<file path="src/rtl/pio_pkg.sv">
package pio_pkg;

    typedef enum logic [1:0] {
        PIO_OFS_A   = 2'd0,
        PIO_OFS_B   = 2'd1,
        PIO_OFS_C   = 2'd2,
        PIO_OFS_CTL = 2'd3
    } pio_ofs_e;

    // Stored control fields; 1 in a dir field means input
    typedef struct packed {
        logic [1:0] mode_hi;
        logic       dir_a;
        logic       dir_cu;
        logic       mode_lo;
        logic       dir_b;
        logic       dir_cl;
    } pio_ctl_t;

    localparam pio_ctl_t PIO_CTL_RESET = '{
        mode_hi: 2'b00, dir_a: 1'b1, dir_cu: 1'b1,
        mode_lo: 1'b0,  dir_b: 1'b1, dir_cl: 1'b1
    };

endpackage

</file>
<file path="src/rtl/pio_ctl_reg.sv">
module pio_ctl_reg
    import pio_pkg::*;
(
    input  logic       clk,
    input  logic       rst_n,
    input  logic       ctl_wr,
    input  logic [7:0] ctl_data,
    output pio_ctl_t   ctl_q,
    output logic       mode_wr,
    output logic       bit_wr,
    output logic [2:0] bit_idx,
    output logic       bit_val
);

    typedef struct packed {
        pio_ctl_t ctl;
    } ctl_state_t;

    ctl_state_t st_d, st_q;

    always_comb begin
        mode_wr = ctl_wr &&  ctl_data[7];
        bit_wr  = ctl_wr && !ctl_data[7];
        bit_idx = ctl_data[3:1];
        bit_val = ctl_data[0];
        st_d    = st_q;
        if (mode_wr) begin
            st_d.ctl = pio_ctl_t'(ctl_data[6:0]);
        end
    end

    always_ff @(posedge clk or negedge rst_n) begin
        if (!rst_n) begin
            st_q.ctl <= PIO_CTL_RESET;
        end else begin
            st_q <= st_d;
        end
    end

    assign ctl_q = st_q.ctl;

    AST_BITOP_KEEPS_CTL: assert property (@(posedge clk) disable iff (!rst_n)
        bit_wr |=> $stable(ctl_q));

endmodule

</file>
<file path="src/rtl/pio_out_latch.sv">
module pio_out_latch #(
    parameter int W     = 8,
    parameter int IDX_W = (W > 1) ? $clog2(W) : 1
) (
    input  logic             clk,
    input  logic             rst_n,
    input  logic             clr,
    input  logic             byte_wr,
    input  logic [W-1:0]     byte_data,
    input  logic             bit_wr,
    input  logic [IDX_W-1:0] bit_idx,
    input  logic             bit_val,
    output logic [W-1:0]     lat_q
);

    logic [W-1:0] lat_d;

    always_comb begin
        lat_d = lat_q;
        if (clr) begin
            lat_d = '0;
        end else if (byte_wr) begin
            lat_d = byte_data;
        end else if (bit_wr) begin
            lat_d[bit_idx] = bit_val;
        end
    end

    always_ff @(posedge clk or negedge rst_n) begin
        if (!rst_n) begin
            lat_q <= '0;
        end else begin
            lat_q <= lat_d;
        end
    end

    AST_CLEAR_ZEROES: assert property (@(posedge clk) disable iff (!rst_n)
        clr |=> (lat_q == '0));

    AST_SINGLE_BIT_CHANGE: assert property (@(posedge clk) disable iff (!rst_n)
        (bit_wr && !clr && !byte_wr) |=> ($countones(lat_q ^ $past(lat_q)) <= 1));

endmodule

</file>
<file path="src/rtl/pio_read_mux.sv">
module pio_read_mux
    import pio_pkg::*;
#(
    parameter int W = 8,
    localparam int NIB_W = W / 2
) (
    input  logic [1:0]   addr,
    input  pio_ctl_t     ctl,
    input  logic [W-1:0] a_lat,
    input  logic [W-1:0] b_lat,
    input  logic [W-1:0] c_lat,
    input  logic [W-1:0] a_pin,
    input  logic [W-1:0] b_pin,
    input  logic [W-1:0] c_pin,
    output logic [W-1:0] rd_data
);

    logic [W-1:0] c_view;
    logic [1:0]   c_dir;

    assign c_dir = {ctl.dir_cu, ctl.dir_cl};

    for (genvar n = 0; n < 2; n++) begin : g_nib
        assign c_view[n*NIB_W +: NIB_W] = c_dir[n] ? c_pin[n*NIB_W +: NIB_W]
                                                   : c_lat[n*NIB_W +: NIB_W];
    end

    always_comb begin
        case (pio_ofs_e'(addr))
            PIO_OFS_A:   rd_data = ctl.dir_a ? a_pin : a_lat;
            PIO_OFS_B:   rd_data = ctl.dir_b ? b_pin : b_lat;
            PIO_OFS_C:   rd_data = c_view;
            default:     rd_data = W'({1'b1, ctl});
        endcase
    end

endmodule

</file>
<file path="src/rtl/pio_port_ctrl.sv">
module pio_port_ctrl
    import pio_pkg::*;
#(
    parameter int DATA_W = 8,
    localparam int IDX_W = $clog2(DATA_W)
) (
    input  logic              clk,
    input  logic              rst_n,
    input  logic              wr_en,
    input  logic [1:0]        addr,
    input  logic [DATA_W-1:0] wr_data,
    output logic [DATA_W-1:0] rd_data,
    input  logic [DATA_W-1:0] pa_in,
    input  logic [DATA_W-1:0] pb_in,
    input  logic [DATA_W-1:0] pc_in,
    output logic [DATA_W-1:0] pa_out,
    output logic [DATA_W-1:0] pb_out,
    output logic [DATA_W-1:0] pc_out,
    output logic              pa_oe,
    output logic              pb_oe,
    output logic              pcu_oe,
    output logic              pcl_oe
);

    pio_ctl_t          ctl_q;
    logic              mode_wr, bit_wr, bit_val;
    logic [2:0]        bit_idx;
    logic [DATA_W-1:0] a_lat, b_lat, c_lat;
    logic              wr_a, wr_b, wr_c, wr_ctl;

    always_comb begin
        wr_a   = wr_en && (addr == PIO_OFS_A);
        wr_b   = wr_en && (addr == PIO_OFS_B);
        wr_c   = wr_en && (addr == PIO_OFS_C);
        wr_ctl = wr_en && (addr == PIO_OFS_CTL);
    end

    pio_ctl_reg u_ctl (
        .clk      (clk),
        .rst_n    (rst_n),
        .ctl_wr   (wr_ctl),
        .ctl_data (wr_data[7:0]),
        .ctl_q    (ctl_q),
        .mode_wr  (mode_wr),
        .bit_wr   (bit_wr),
        .bit_idx  (bit_idx),
        .bit_val  (bit_val)
    );

    pio_out_latch #(.W(DATA_W)) u_lat_a (
        .clk(clk), .rst_n(rst_n), .clr(mode_wr), .byte_wr(wr_a), .byte_data(wr_data),
        .bit_wr(1'b0), .bit_idx('0), .bit_val(1'b0), .lat_q(a_lat)
    );

    pio_out_latch #(.W(DATA_W)) u_lat_b (
        .clk(clk), .rst_n(rst_n), .clr(mode_wr), .byte_wr(wr_b), .byte_data(wr_data),
        .bit_wr(1'b0), .bit_idx('0), .bit_val(1'b0), .lat_q(b_lat)
    );

    pio_out_latch #(.W(DATA_W)) u_lat_c (
        .clk(clk), .rst_n(rst_n), .clr(mode_wr), .byte_wr(wr_c), .byte_data(wr_data),
        .bit_wr(bit_wr), .bit_idx(IDX_W'(bit_idx)), .bit_val(bit_val), .lat_q(c_lat)
    );

    pio_read_mux #(.W(DATA_W)) u_rd (
        .addr   (addr),
        .ctl    (ctl_q),
        .a_lat  (a_lat),
        .b_lat  (b_lat),
        .c_lat  (c_lat),
        .a_pin  (pa_in),
        .b_pin  (pb_in),
        .c_pin  (pc_in),
        .rd_data(rd_data)
    );

    always_comb begin
        pa_out = rst_n ? a_lat : '1;
        pb_out = rst_n ? b_lat : '1;
        pc_out = rst_n ? c_lat : '1;
        pa_oe  = rst_n && !ctl_q.dir_a;
        pb_oe  = rst_n && !ctl_q.dir_b;
        pcu_oe = rst_n && !ctl_q.dir_cu;
        pcl_oe = rst_n && !ctl_q.dir_cl;
    end

    AST_CTL_READ_FLAG: assert property (@(posedge clk) disable iff (!rst_n)
        (addr == PIO_OFS_CTL) |-> rd_data[7]);

    AST_PORTA_WRITE: assert property (@(posedge clk) disable iff (!rst_n)
        wr_a |=> (pa_out == $past(wr_data)));

    AST_MODE_DIR_OE: assert property (@(posedge clk) disable iff (!rst_n)
        (wr_ctl && wr_data[7]) |=> (pa_oe == !$past(wr_data[4])));

endmodule

</file>
<file path="config.mk">
export PLATFORM = sky130hd
export DESIGN_NAME = pio_port_ctrl
export DESIGN_NICKNAME = d
export VERILOG_FILES = /design/src/rtl/pio_pkg.sv /design/src/rtl/pio_ctl_reg.sv /design/src/rtl/pio_out_latch.sv /design/src/rtl/pio_read_mux.sv /design/src/rtl/pio_port_ctrl.sv
export SDC_FILE = /design/constraint.sdc
export NUM_CORES = 1
export LEC_CHECK = 0
export BUFFER_PORTS_ARGS = -buffer_cell sky130_fd_sc_hd__buf_2
export CAP_MARGIN = 5
export CORE_MARGIN = 3
export CORE_UTILIZATION = 51
export DETAILED_ROUTE_END_ITERATION = 16
export PLACE_DENSITY_LB_ADDON = 0.08
export REMOVE_ABC_BUFFERS = 1
export SYNTH_ARGS = -nofsm -noshare
export SYNTH_HDL_FRONTEND = slang
export SYNTH_SLANG_ARGS = --single-unit
export TNS_END_PERCENT = 30
</file>
<file path="constraint.sdc">
create_clock -name clk -period 1.6 [get_ports clk]
set_input_delay 0 -clock clk [delete_from_list [all_inputs] [get_ports clk]]
set_output_delay 0 -clock clk [all_outputs]
set_load 0.02 [all_outputs]
</file>
==> results.sh, run 1 <==
export IMPL_status="finished, violations left"
export IMPL_violations="setup timing"
export IMPL_finClkSkew_ns=0
export IMPL_yosys_area_top_type_share_pct=30.12
export IMPL_synth_async_sr_flop_share_pct=100.0
export IMPL_cp_top_family="multiplexers"
export IMPL_ys_types=39
export IMPL_fillers=311
export IMPL_portBuffers=72
export IMPL_place_inst=329
export IMPL_maxCapViolCount=0
export IMPL_met1_length_mm=2.578
export IMPL_reg2reg_depth=3
export IMPL_drt_iter0_markers=110
export IMPL_final_setup_tns_ns=-2.111
export IMPL_ys_ff_latch=31
export IMPL_max_freq_ghz=0.5271
export IMPL_post_route_util_pct=70.60
export IMPL_max_slew_margin_rel_pct=75.17
export IMPL_r2r_slack_ns=0.66
export IMPL_vias=1875
export IMPL_synth_common_cells="27 x dfrtp_1, 27 x nand2b_1, 21 x mux2i_1"
export IMPL_period_share_pct=118.6
export IMPL_met3WireLength_um=276
export IMPL_place_ws_ns=-0.05314
export IMPL_place_area_sq_um=2669
export IMPL_fp_dieH_um=72.33
export IMPL_synth_flop_cell="dfrtp_1"
export IMPL_drtAntennaViolNets=0
export IMPL_timing_critical_path_to="rd_data[5]"
export IMPL_grt_start_max_net_pins=60
export IMPL_numCtsBuffers=5
export IMPL_cts_buffer_depth=2
export IMPL_stdcell_count=346
export IMPL_antenna_found_initial=0
export IMPL_start_util_pct=54.52
export IMPL_slowest_stage="dfstp_2"
export IMPL_synth_area_top_cells="dfrtp_1 30%, mux2i_1 9.4%, nand2b_1 7.5%, mux2_4 7.4%, mux2_1 5.0%"
export IMPL_routedWlPerCell_um=16.21
export IMPL_crit_chain="buf_12, mux2_4, mux4_2, buf_6"
export IMPL_design_area_sq_um=2905
export IMPL_drt_wl_total_mm=5.610
export IMPL_maxSlewViolCount=0
export IMPL_grt_pass1_vias=1862
export IMPL_peakVddDrop_uv=675.4
export IMPL_yosys_warnings=0
export IMPL_critPathCaptureType="primary output"
export IMPL_wl_met2_mm=2.702
export IMPL_crit_arrival_ns=1.90
export IMPL_critPathRequiredTime_ns=1.60
export IMPL_synth_area_leader_cell="dfrtp_1"
export IMPL_path_max_fanout=3
export IMPL_period_needed_ns=1.897
export IMPL_setup_slack_ns=-0.2972
export IMPL_via_per_inst=5.419
export IMPL_synth_edf_count=0
export IMPL_cts_root_buf="clkbuf_8"
export IMPL_critPathLaunch="u_ctl.ctl_q[4]$_DFFE_PN1P_"
export IMPL_tritoncts="done"
export IMPL_die_w_um=72.33
export IMPL_hold_class="in -> reg"
export IMPL_route_detailed_drc=0
export IMPL_coreArea_sq_um=4115
export IMPL_top_layer_used="met4"
export IMPL_drtPass1Iterations=4
export IMPL_clk_latency_ns=0.28
export IMPL_cp_slowest_stage_delay_ns=0.58
export IMPL_syn_area_sq_um=2243
export IMPL_clkTransAtPathRegs_ns=0.07
export IMPL_drive_gt1_share_pct=43.92
export IMPL_area_growth_pct=29.50
export IMPL_ios=73
export IMPL_cts_sink_count=31
export IMPL_crit_buf_inv=2
export IMPL_rsz0062_at_grt="true"
export IMPL_nets=332
export IMPL_finalSetupViolCount=8
export IMPL_rows=23
export IMPL_worstSetupPathDepth=4
export IMPL_syn_inst=212
export IMPL_grt_pass1_wl_mm=9.425
export IMPL_grtUsageTotal_pct=23.07
export IMPL_ys_seq_area_share_pct=34.80
export IMPL_hold_viol_final=0
export IMPL_antenna_cells=0
export IMPL_place_congestion=0.7762
export IMPL_timing_rr_end="u_lat_c.lat_q[0]$_DFFE_PN0P_"
export IMPL_p_per_area_nw_per_um2=1014
export IMPL_htree_levels=2
export IMPL_worstSetupStartpointType="flop"
export IMPL_leakagePower_nw=1.412
export IMPL_grt_ovfl_total=0
export IMPL_dieArea_sq_um=5231
export IMPL_avgSynthCellArea_sq_um=10.58
export IMPL_path_class="reg -> out"
export IMPL_rr_startpoint="u_lat_c.lat_q[0]$_DFFE_PN0P_"
export IMPL_dpl_hpwl_mm=3.871
export IMPL_tightest_slew_ns=0.3713
-- worst min-delay path by stage --
| stage | start | slack [ns] | end | depth (start not counted) |
|---|---|---|---|---|
| floorplan | rst_n | -0.30 | u_ctl.ctl_q[2]$_DFFE_PN0P_ | 0 |
| global placement | rst_n | 0.01 | u_lat_a.lat_q[2]$_DFFE_PN0P_ | 2 |
| detailed placement | rst_n | 0.01 | u_ctl.ctl_q[2]$_DFFE_PN0P_ | 2 |
| CTS | wr_data[7] | 0.04 | u_lat_b.lat_q[7]$_DFFE_PN0P_ | 3 |
| global route | wr_data[7] | 0.07 | u_lat_b.lat_q[7]$_DFFE_PN0P_ | 3 |
| finish | wr_data[7] | 0.06 | u_lat_b.lat_q[7]$_DFFE_PN0P_ | 3 |
-- worst min-delay path, cell delays in order --
cell	delay (ns)
buf_2	0.15
inv_1	0.08
o21ai_1	0.06
-- placed cells by master (no fill, tap or decap), types with 4 or more instances in the layout --
master | Yosys | final
nor3b_1 | 5 | 4
mux2_1 | 10 | 9
mux2_2 | 5 | 5
mux2_4 | 11 | 12
buf_4 | 3 | 17
nand2b_1 | 27 | 27
dlygate4sd3_1 | 0 | 4
o21ai_1 | 10 | 9
mux4_2 | 5 | 5
nor2_1 | 18 | 18
clkbuf_8 | 0 | 6
dfstp_2 | 4 | 4
mux2i_1 | 21 | 21
dfrtp_1 | 27 | 27
nor2b_1 | 6 | 6
buf_6 | 6 | 8
buf_2 | 10 | 65
-- what timing repair did --
action,4_1_cts,5_1_grt
resized for setup,16,2
hold buffers,4,0
setup endpoints to repair,8,8
setup buffers,5,0
endpoints found under the hold margin,34,0
-- routing by layer --
metal	global-route usage [%]	up-vias
li1	-	920
met2	36.91	52
met1	32.27	897
met3	4.848	6
met5	0	-
met4	5.010	0
-- sequential cells by signal (all words and copies together) (netlist names) --
register	flops
u_ctl.ctl_q	7
u_lat_b.lat_q	8
u_lat_c.lat_q	8
u_lat_a.lat_q	8
-- area by class of cell --
cell class                      instances  area (sq um)  area share (%)
Clock buffer                            7         86.33           2.972
Multi-Input combinational cell        158          1320           45.44
Inverter                                2         7.507          0.2584
Clock inverter                          1         5.005          0.1723
Timing Repair Buffer                   97         643.1           22.14
Tap cell                               50         62.56           2.153
Sequential cell                        31         780.7           26.87
-- power breakdown --
group | switching [mW] | internal (mW) | total, mW
Combinational | 0.557 | 0.681 | 1.24
Clock | 0.296 | 0.347 | 0.643
Sequential | 0.121 | 0.942 | 1.06
-- per-stage QoR --
stage | hold WS, ns | power, mW
after floorplan | -0.2956 | 1.755
after global placement | 0.01031 | 2.157
after detailed placement | 0.009644 | 2.177
after CTS | 0.04380 | 2.951
after global routing | 0.06862 | 3.114
final | 0.05809 | 2.945
-- kinds of logic (layout without fill, tap and decap cells) --
logic type / count (synthesis) / count (layout) / share of synthesized area [%]
buf+inv: 23 / 107 / 6.916
flops: 31 / 31 / 34.80
mux: 52 / 52 / 29.28
simple gates: 73 / 73 / 18.80
compound gates: 33 / 33 / 10.21
Power figures use the tool's default switching activity.
==> run 2: changes to the inputs <==
--- a/config.mk
+++ b/config.mk
@@ -9,6 +9,7 @@
 export CAP_MARGIN = 5
 export CORE_MARGIN = 3
 export CORE_UTILIZATION = 51
+export CTS_BUF_LIST = sky130_fd_sc_hd__clkbuf_4 sky130_fd_sc_hd__clkbuf_8 sky130_fd_sc_hd__clkbuf_16
 export DETAILED_ROUTE_END_ITERATION = 16
 export PLACE_DENSITY_LB_ADDON = 0.08
 export REMOVE_ABC_BUFFERS = 1
==> run 2 against run 1 <==
Cell area up 0.13%. Non-clock buffer count stayed put. Fmax down 0.96%. Critical path depth unchanged. Clock power is 2% higher. Die area unchanged. Critical path type unchanged. Combinational power barely moved. The flow still finishes with violations (setup timing). Count of clock-buffer cells in the layout stayed put. Critical endpoint unchanged. Clock skew did not move.
==> results.sh, run 2 (synthesis gave the netlist of run 1 again) <==
export IMPL_period_share_pct=119.7
export IMPL_max_slew_margin_rel_pct=75.58
export IMPL_place_inst=329
export IMPL_drtAntennaViolNets=0
export IMPL_finClkSkew_ns=0
export IMPL_path_class="reg -> out"
export IMPL_tritoncts="done"
export IMPL_start_util_pct=54.52
export IMPL_numCtsBuffers=5
export IMPL_slowest_stage="dfstp_2"
export IMPL_largestRegisters="u_lat_a.lat_q (8), u_lat_b.lat_q (8), u_lat_c.lat_q (8)"
export IMPL_hold_class="in -> reg"
export IMPL_p_per_area_nw_per_um2=1018
export IMPL_grt_pass1_vias=1862
export IMPL_place_area_sq_um=2669
export IMPL_reg2reg_depth=3
export IMPL_final_setup_tns_ns=-2.112
export IMPL_grt_start_max_net_pins=60
export IMPL_drt_iter0_markers=123
export IMPL_vias=1877
export IMPL_htree_levels=2
export IMPL_cts_buffer_depth=2
export IMPL_finalSetupViolCount=8
export IMPL_portBuffers=72
export IMPL_critPathCaptureType="primary output"
export IMPL_rsz0062_at_grt="true"
export IMPL_peakVddDrop_uv=655.5
export IMPL_hold_path_depth=3
export IMPL_rr_startpoint="u_lat_c.lat_q[0]$_DFFE_PN0P_"
export IMPL_antenna_found_initial=0
export IMPL_crit_arrival_ns=1.92
export IMPL_grt_ovfl_total=0
export IMPL_place_congestion=0.7762
export IMPL_path_max_fanout=3
export IMPL_fp_dieH_um=72.33
export IMPL_drive_gt1_share_pct=44.26
export IMPL_place_ws_ns=-0.05314
export IMPL_dpl_hpwl_mm=3.871
export IMPL_maxCapViolCount=0
export IMPL_post_route_util_pct=70.69
export IMPL_final_common_cell="buf_2"
export IMPL_leakagePower_nw=1.416
export IMPL_via_per_inst=5.425
export IMPL_routedWlPerCell_um=16.31
export IMPL_antenna_cells=0
export IMPL_violations="setup timing"
export IMPL_fillers=307
export IMPL_cp_top_family="multiplexers"
export IMPL_cts_sink_count=31
export IMPL_critPathRequiredTime_ns=1.60
export IMPL_stdcell_count=346
export IMPL_layout_common_cells="65 x buf_2, 27 x nand2b_1, 27 x dfrtp_1"
export IMPL_cts_root_buf="clkbuf_8"
export IMPL_tightest_slew_ns=0.3652
export IMPL_maxSlewViolCount=0
export IMPL_max_freq_ghz=0.5221
export IMPL_clkTransAtPathRegs_ns=0.07
export IMPL_die_w_um=72.33
export IMPL_period_needed_ns=1.915
export IMPL_r2r_slack_ns=0.66
export IMPL_clk_latency_ns=0.28
export IMPL_setup_slack_ns=-0.3155
export IMPL_coreArea_sq_um=4115
export IMPL_hold_viol_final=0
export IMPL_crit_chain="buf_12, mux2_4, mux4_2, buf_6"
export IMPL_crit_buf_inv=2
export IMPL_ios=73
export IMPL_nets=332
export IMPL_status="finished, violations left"
export IMPL_drt_wl_total_mm=5.643
export IMPL_cp_slowest_stage_delay_ns=0.58
export IMPL_area_growth_pct=29.67
export IMPL_design_area_sq_um=2909
export IMPL_rows=23
export IMPL_grt_pass1_wl_mm=9.432
export IMPL_hold_end="u_lat_b.lat_q[7]$_DFFE_PN0P_"
export IMPL_dieArea_sq_um=5231
export IMPL_hp_start="wr_data[7]"
export IMPL_worstSetupStartpointType="flop"
export IMPL_route_detailed_drc=0
export IMPL_drtPass1Iterations=4
export IMPL_timing_rr_end="u_lat_c.lat_q[0]$_DFFE_PN0P_"
export IMPL_grtUsageTotal_pct=23.10
==> run 2: per-layer routing <==
metal | track usage, % | part of all wire (%)
met5 | 0 | 0
met1 | 32.36 | 47
met3 | 4.848 | 5.2
met4 | 5.010 | 0.92
met2 | 36.91 | 47
==> run 2: metrics by stage <==
stage | power (mW) | hold slack (ns)
floorplan | 1.755 | -0.2956
global placement | 2.157 | 0.01031
detailed placement | 2.177 | 0.009644
CTS | 2.964 | 0.04380
global route | 3.131 | 0.06862
finish | 2.961 | 0.06112
==> run 2: final cells by class <==
class | count | area (sq um) | area share, %
Clock buffer | 7 | 90.09 | 3.097
Clock inverter | 1 | 5.005 | 0.1720
Inverter | 2 | 7.507 | 0.2581
Multi-Input combinational cell | 158 | 1320 | 45.38
Sequential cell | 31 | 780.7 | 26.84
Tap cell | 50 | 62.56 | 2.151
Timing Repair Buffer | 97 | 643.1 | 22.11
==> run 2: repair_timing <==
action	CTS	global route
gates resized for setup	16	2
endpoints found under the setup margin	8	8
hold buffers	4	0
endpoints found under the hold margin	34	0
setup buffers	5	0
==> run 2: worst max-delay path by stage <==
stage | cells past startpoint | start | end
3_5_place_dp | 3 | u_ctl.ctl_q[4]$_DFFE_PN1P_ | rd_data[5]
2_1_floorplan | 2 | u_ctl.ctl_q[1]$_DFFE_PN1P_ | rd_data[5]
6_report | 4 | u_ctl.ctl_q[4]$_DFFE_PN1P_ | rd_data[5]
5_1_grt | 4 | u_ctl.ctl_q[1]$_DFFE_PN1P_ | rd_data[2]
3_3_place_gp | 3 | u_ctl.ctl_q[4]$_DFFE_PN1P_ | rd_data[5]
4_1_cts | 4 | u_ctl.ctl_q[1]$_DFFE_PN1P_ | rd_data[2]
==> run 2: report_power, final <==
group	internal [mW]	leakage (nW)	switching [mW]
Sequential	0.942	0.377	0.121
Clock	0.364	0.0517	0.295
Combinational	0.681	0.987	0.557
==> run 2: worst reg2reg max path, delay by kind of cell, from the launching register on <==
family	cells	cell delay [ns]
AOI/OAI and AO/OA	3	0.39
DFF	1	0.42
==> run 3: changes to the inputs <==
--- a/config.mk
+++ b/config.mk
@@ -5,6 +5,7 @@
 export SDC_FILE = /design/constraint.sdc
 export NUM_CORES = 1
 export LEC_CHECK = 0
+export ABC_AREA = 1
 export BUFFER_PORTS_ARGS = -buffer_cell sky130_fd_sc_hd__buf_2
 export CAP_MARGIN = 5
 export CORE_MARGIN = 3
==> run 3 against run 2 <==
Synthesized cell count grew 52%. Largest cell class unchanged. Critical path type unchanged. Worst hold slack lost 0.037 ns. Count of clock-buffer cells in the layout grew 1. Clock power grew 6.4%. Wire length grew 11%. Non-clock buffer count shrank 21. Flip-flop and latch count is the same. Largest power group is now registers. Register-to-register slack gained 0.09 ns. Synthesized area shrank 2.0%. Combinational power shrank 26%. Highest routed layer unchanged. The run still ends with setup timing left.
==> results.sh, run 3 <==
export IMPL_portBuffers=72
export IMPL_ys_seq_area_share_pct=35.49
export IMPL_syn_area_sq_um=2200
export IMPL_worstSetupStartpointType="flop"
export IMPL_fp_dieH_um=71.68
export IMPL_start_util_pct=53.83
export IMPL_drive_gt1_share_pct=28.46
export IMPL_maxSlewViolCount=0
export IMPL_area_growth_pct=23.27
export IMPL_synth_area_leader_cell="dfrtp_1"
export IMPL_synth_area_top_cells="dfrtp_1 31%, nand2_1 17%, inv_1 7.0%, o21ai_0 6.1%, nand3_1 5.9%"
export IMPL_dieArea_sq_um=5137
export IMPL_yosys_area_top_type_share_pct=30.72
export IMPL_synth_flop_cell="dfrtp_1"
export IMPL_rows=23
export IMPL_status="finished, violations left"
export IMPL_routedWlPerCell_um=13.98
export IMPL_wl_met2_mm=2.937
export IMPL_layout_common_cells="99 x nand2_1, 69 x buf_2, 40 x inv_1"
export IMPL_grtUsageTotal_pct=25.32
export IMPL_htree_levels=2
export IMPL_tritoncts="done"
export IMPL_synth_common_cells="99 x nand2_1, 41 x inv_1, 27 x dfrtp_1, 27 x o21ai_0, 26 x nand3_1"
export IMPL_path_class="reg -> out"
export IMPL_cts_root_buf="clkbuf_8"
export IMPL_postCtsSetupRepairBufs=0
export IMPL_setup_slack_ns=-0.01741
export IMPL_hold_viol_final=0
export IMPL_vias=2396
export IMPL_leakagePower_nw=1.460
export IMPL_top_layer_used="met4"
export IMPL_post_route_util_pct=66.35
export IMPL_syn_inst=323
export IMPL_stdcell_count=447
export IMPL_clkTransAtPathRegs_ns=0.07
export IMPL_path_max_fanout=8
export IMPL_hold_ws_ns=0.02431
export IMPL_final_setup_tns_ns=-0.04423
export IMPL_grt_pass1_wl_mm=10.23
export IMPL_place_congestion=0.9327
export IMPL_period_needed_ns=1.617
export IMPL_place_inst=436
export IMPL_critPathCaptureType="primary output"
export IMPL_finalSetupViolCount=4
export IMPL_drtPass1Iterations=5
export IMPL_synth_edf_count=0
export IMPL_fillers=412
export IMPL_drt_iter0_markers=236
export IMPL_grt_start_max_net_pins=44
export IMPL_avgSynthCellArea_sq_um=6.810
export IMPL_die_w_um=71.68
export IMPL_antenna_found_initial=0
export IMPL_maxCapViolCount=0
export IMPL_rsz0062_at_grt="true"
export IMPL_violations="setup timing"
export IMPL_clk_latency_ns=0.28
export IMPL_dpl_hpwl_mm=4.796
export IMPL_ys_ff_latch=31
export IMPL_coreArea_sq_um=4086
export IMPL_cts_buffer_depth=2
export IMPL_yosys_warnings=0
export IMPL_route_detailed_drc=0
export IMPL_nets=433
export IMPL_grt_ovfl_total=0
export IMPL_p_per_area_nw_per_um2=966.9
export IMPL_drtAntennaViolNets=0
export IMPL_crit_arrival_ns=1.62
export IMPL_critPathRequiredTime_ns=1.60
export IMPL_largestRegisters="u_lat_a.lat_q (8), u_lat_b.lat_q (8), u_lat_c.lat_q (8)"
export IMPL_ys_types=29
export IMPL_max_freq_ghz=0.6183
export IMPL_grt_pass1_vias=2126
export IMPL_hold_class="in -> reg"
export IMPL_numCtsBuffers=5
export IMPL_final_common_cell="nand2_1"
export IMPL_tightest_slew_ns=0.4509
export IMPL_period_share_pct=101.1
export IMPL_cts_sink_count=31
export IMPL_finClkSkew_ns=0
export IMPL_max_slew_margin_rel_pct=69.94
export IMPL_peakVddDrop_uv=397.3
export IMPL_met3WireLength_um=398
export IMPL_antenna_cells=0
export IMPL_drt_wl_total_mm=6.251
export IMPL_via_per_inst=5.360
export IMPL_ios=73
export IMPL_met1_length_mm=2.797
export IMPL_synth_async_sr_flop_share_pct=100.0
export IMPL_yosysMostFrequentCell="nand2_1"
-- run 3: cell families (layout without fill, tap and decap cells) --
logic type	after synthesis	after routing	synth area share (%)
AOI/OAI and AO/OA	71	71	18.43
and+or+nand+nor	161	161	33.50
DFF	31	31	35.49
buffers and inverters	60	134	12.57
-- run 3: critical path, stage by stage (launching register included) --
cell and delay, ns:
dfstp_2 0.62, clkinvlp_4 0.21, o211ai_1 0.22, nand4_1 0.11, buf_2 0.17
-- run 3: final cells by class --
class                   instances  area, sq um  share of cell area (%)
flip-flops and latches         31        780.7                   28.80
repair buffers                 76        406.6                   15.00
clock buffers                   8        103.9                   3.830
multi-input cells             232         1150                   42.41
inverters                      49        200.2                   7.383
well taps                      50        62.56                   2.307
repair inverters                1        7.507                  0.2769
-- run 3: timing repair --
item,CTS,global route
resized for setup,0,11
pin swaps,0,2
cloned,0,1
endpoints found under the hold margin,20,0
hold buffers,2,0
endpoints found under the setup margin,1,8
-- run 3: worst paths after layout --
| path | from | endpoint | slack, ns | cells past startpoint |
|---|---|---|---|---|
| setup / recovery | u_ctl.ctl_q[4]$_DFFE_PN1P_ | rd_data[4] | -0.02 | 4 |
| hold / removal | wr_data[6] | u_ctl.ctl_q[6]$_DFFE_PN0P_ | 0.02 | 3 |
| setup reg to reg | u_ctl.ctl_q[4]$_DFFE_PN1P_ | u_ctl.ctl_q[4]$_DFFE_PN1P_ | 0.75 | 2 |
| hold reg to reg | u_lat_a.lat_q[6]$_DFFE_PN0P_ | u_lat_a.lat_q[6]$_DFFE_PN0P_ | 0.47 | 2 |
| max in group asynchronous | rst_n | u_ctl.ctl_q[0]$_DFFE_PN1P_ | 0.67 | 4 |
| min in group asynchronous | rst_n | u_lat_a.lat_q[1]$_DFFE_PN0P_ | 0.30 | 3 |
-- run 3: stage by stage --
step | setup slack, ns | power, mW | instance area [sq um]
floorplan | 0.4792 | 1.571 | 2120
global placement | 0.3328 | 1.881 | 2557
detailed placement | 0.3059 | 1.895 | 2557
CTS | -0.005223 | 2.597 | 2681
global route | -0.1101 | 2.787 | 2711
finish | -0.01741 | 2.622 | 2711
-- run 3: power by group --
| group | switching (mW) | leakage, nW | internal, mW |
|---|---|---|---|
| Combinational | 0.614 | 1.02 | 0.308 |
| Clock | 0.290 | 0.0549 | 0.409 |
| Sequential | 0.0785 | 0.390 | 0.922 |
| Total | 0.982 | 1.46 | 1.64 |
-- run 3: per-layer routing --
| layer | vias to the layer above | GRT usage (%) |
|---|---|---|
| li1 | 1194 | - |
| met1 | 1104 | 34.93 |
| met2 | 86 | 40.92 |
| met3 | 12 | 4.208 |
| met4 | 0 | 7.516 |
| met5 | - | 0 |
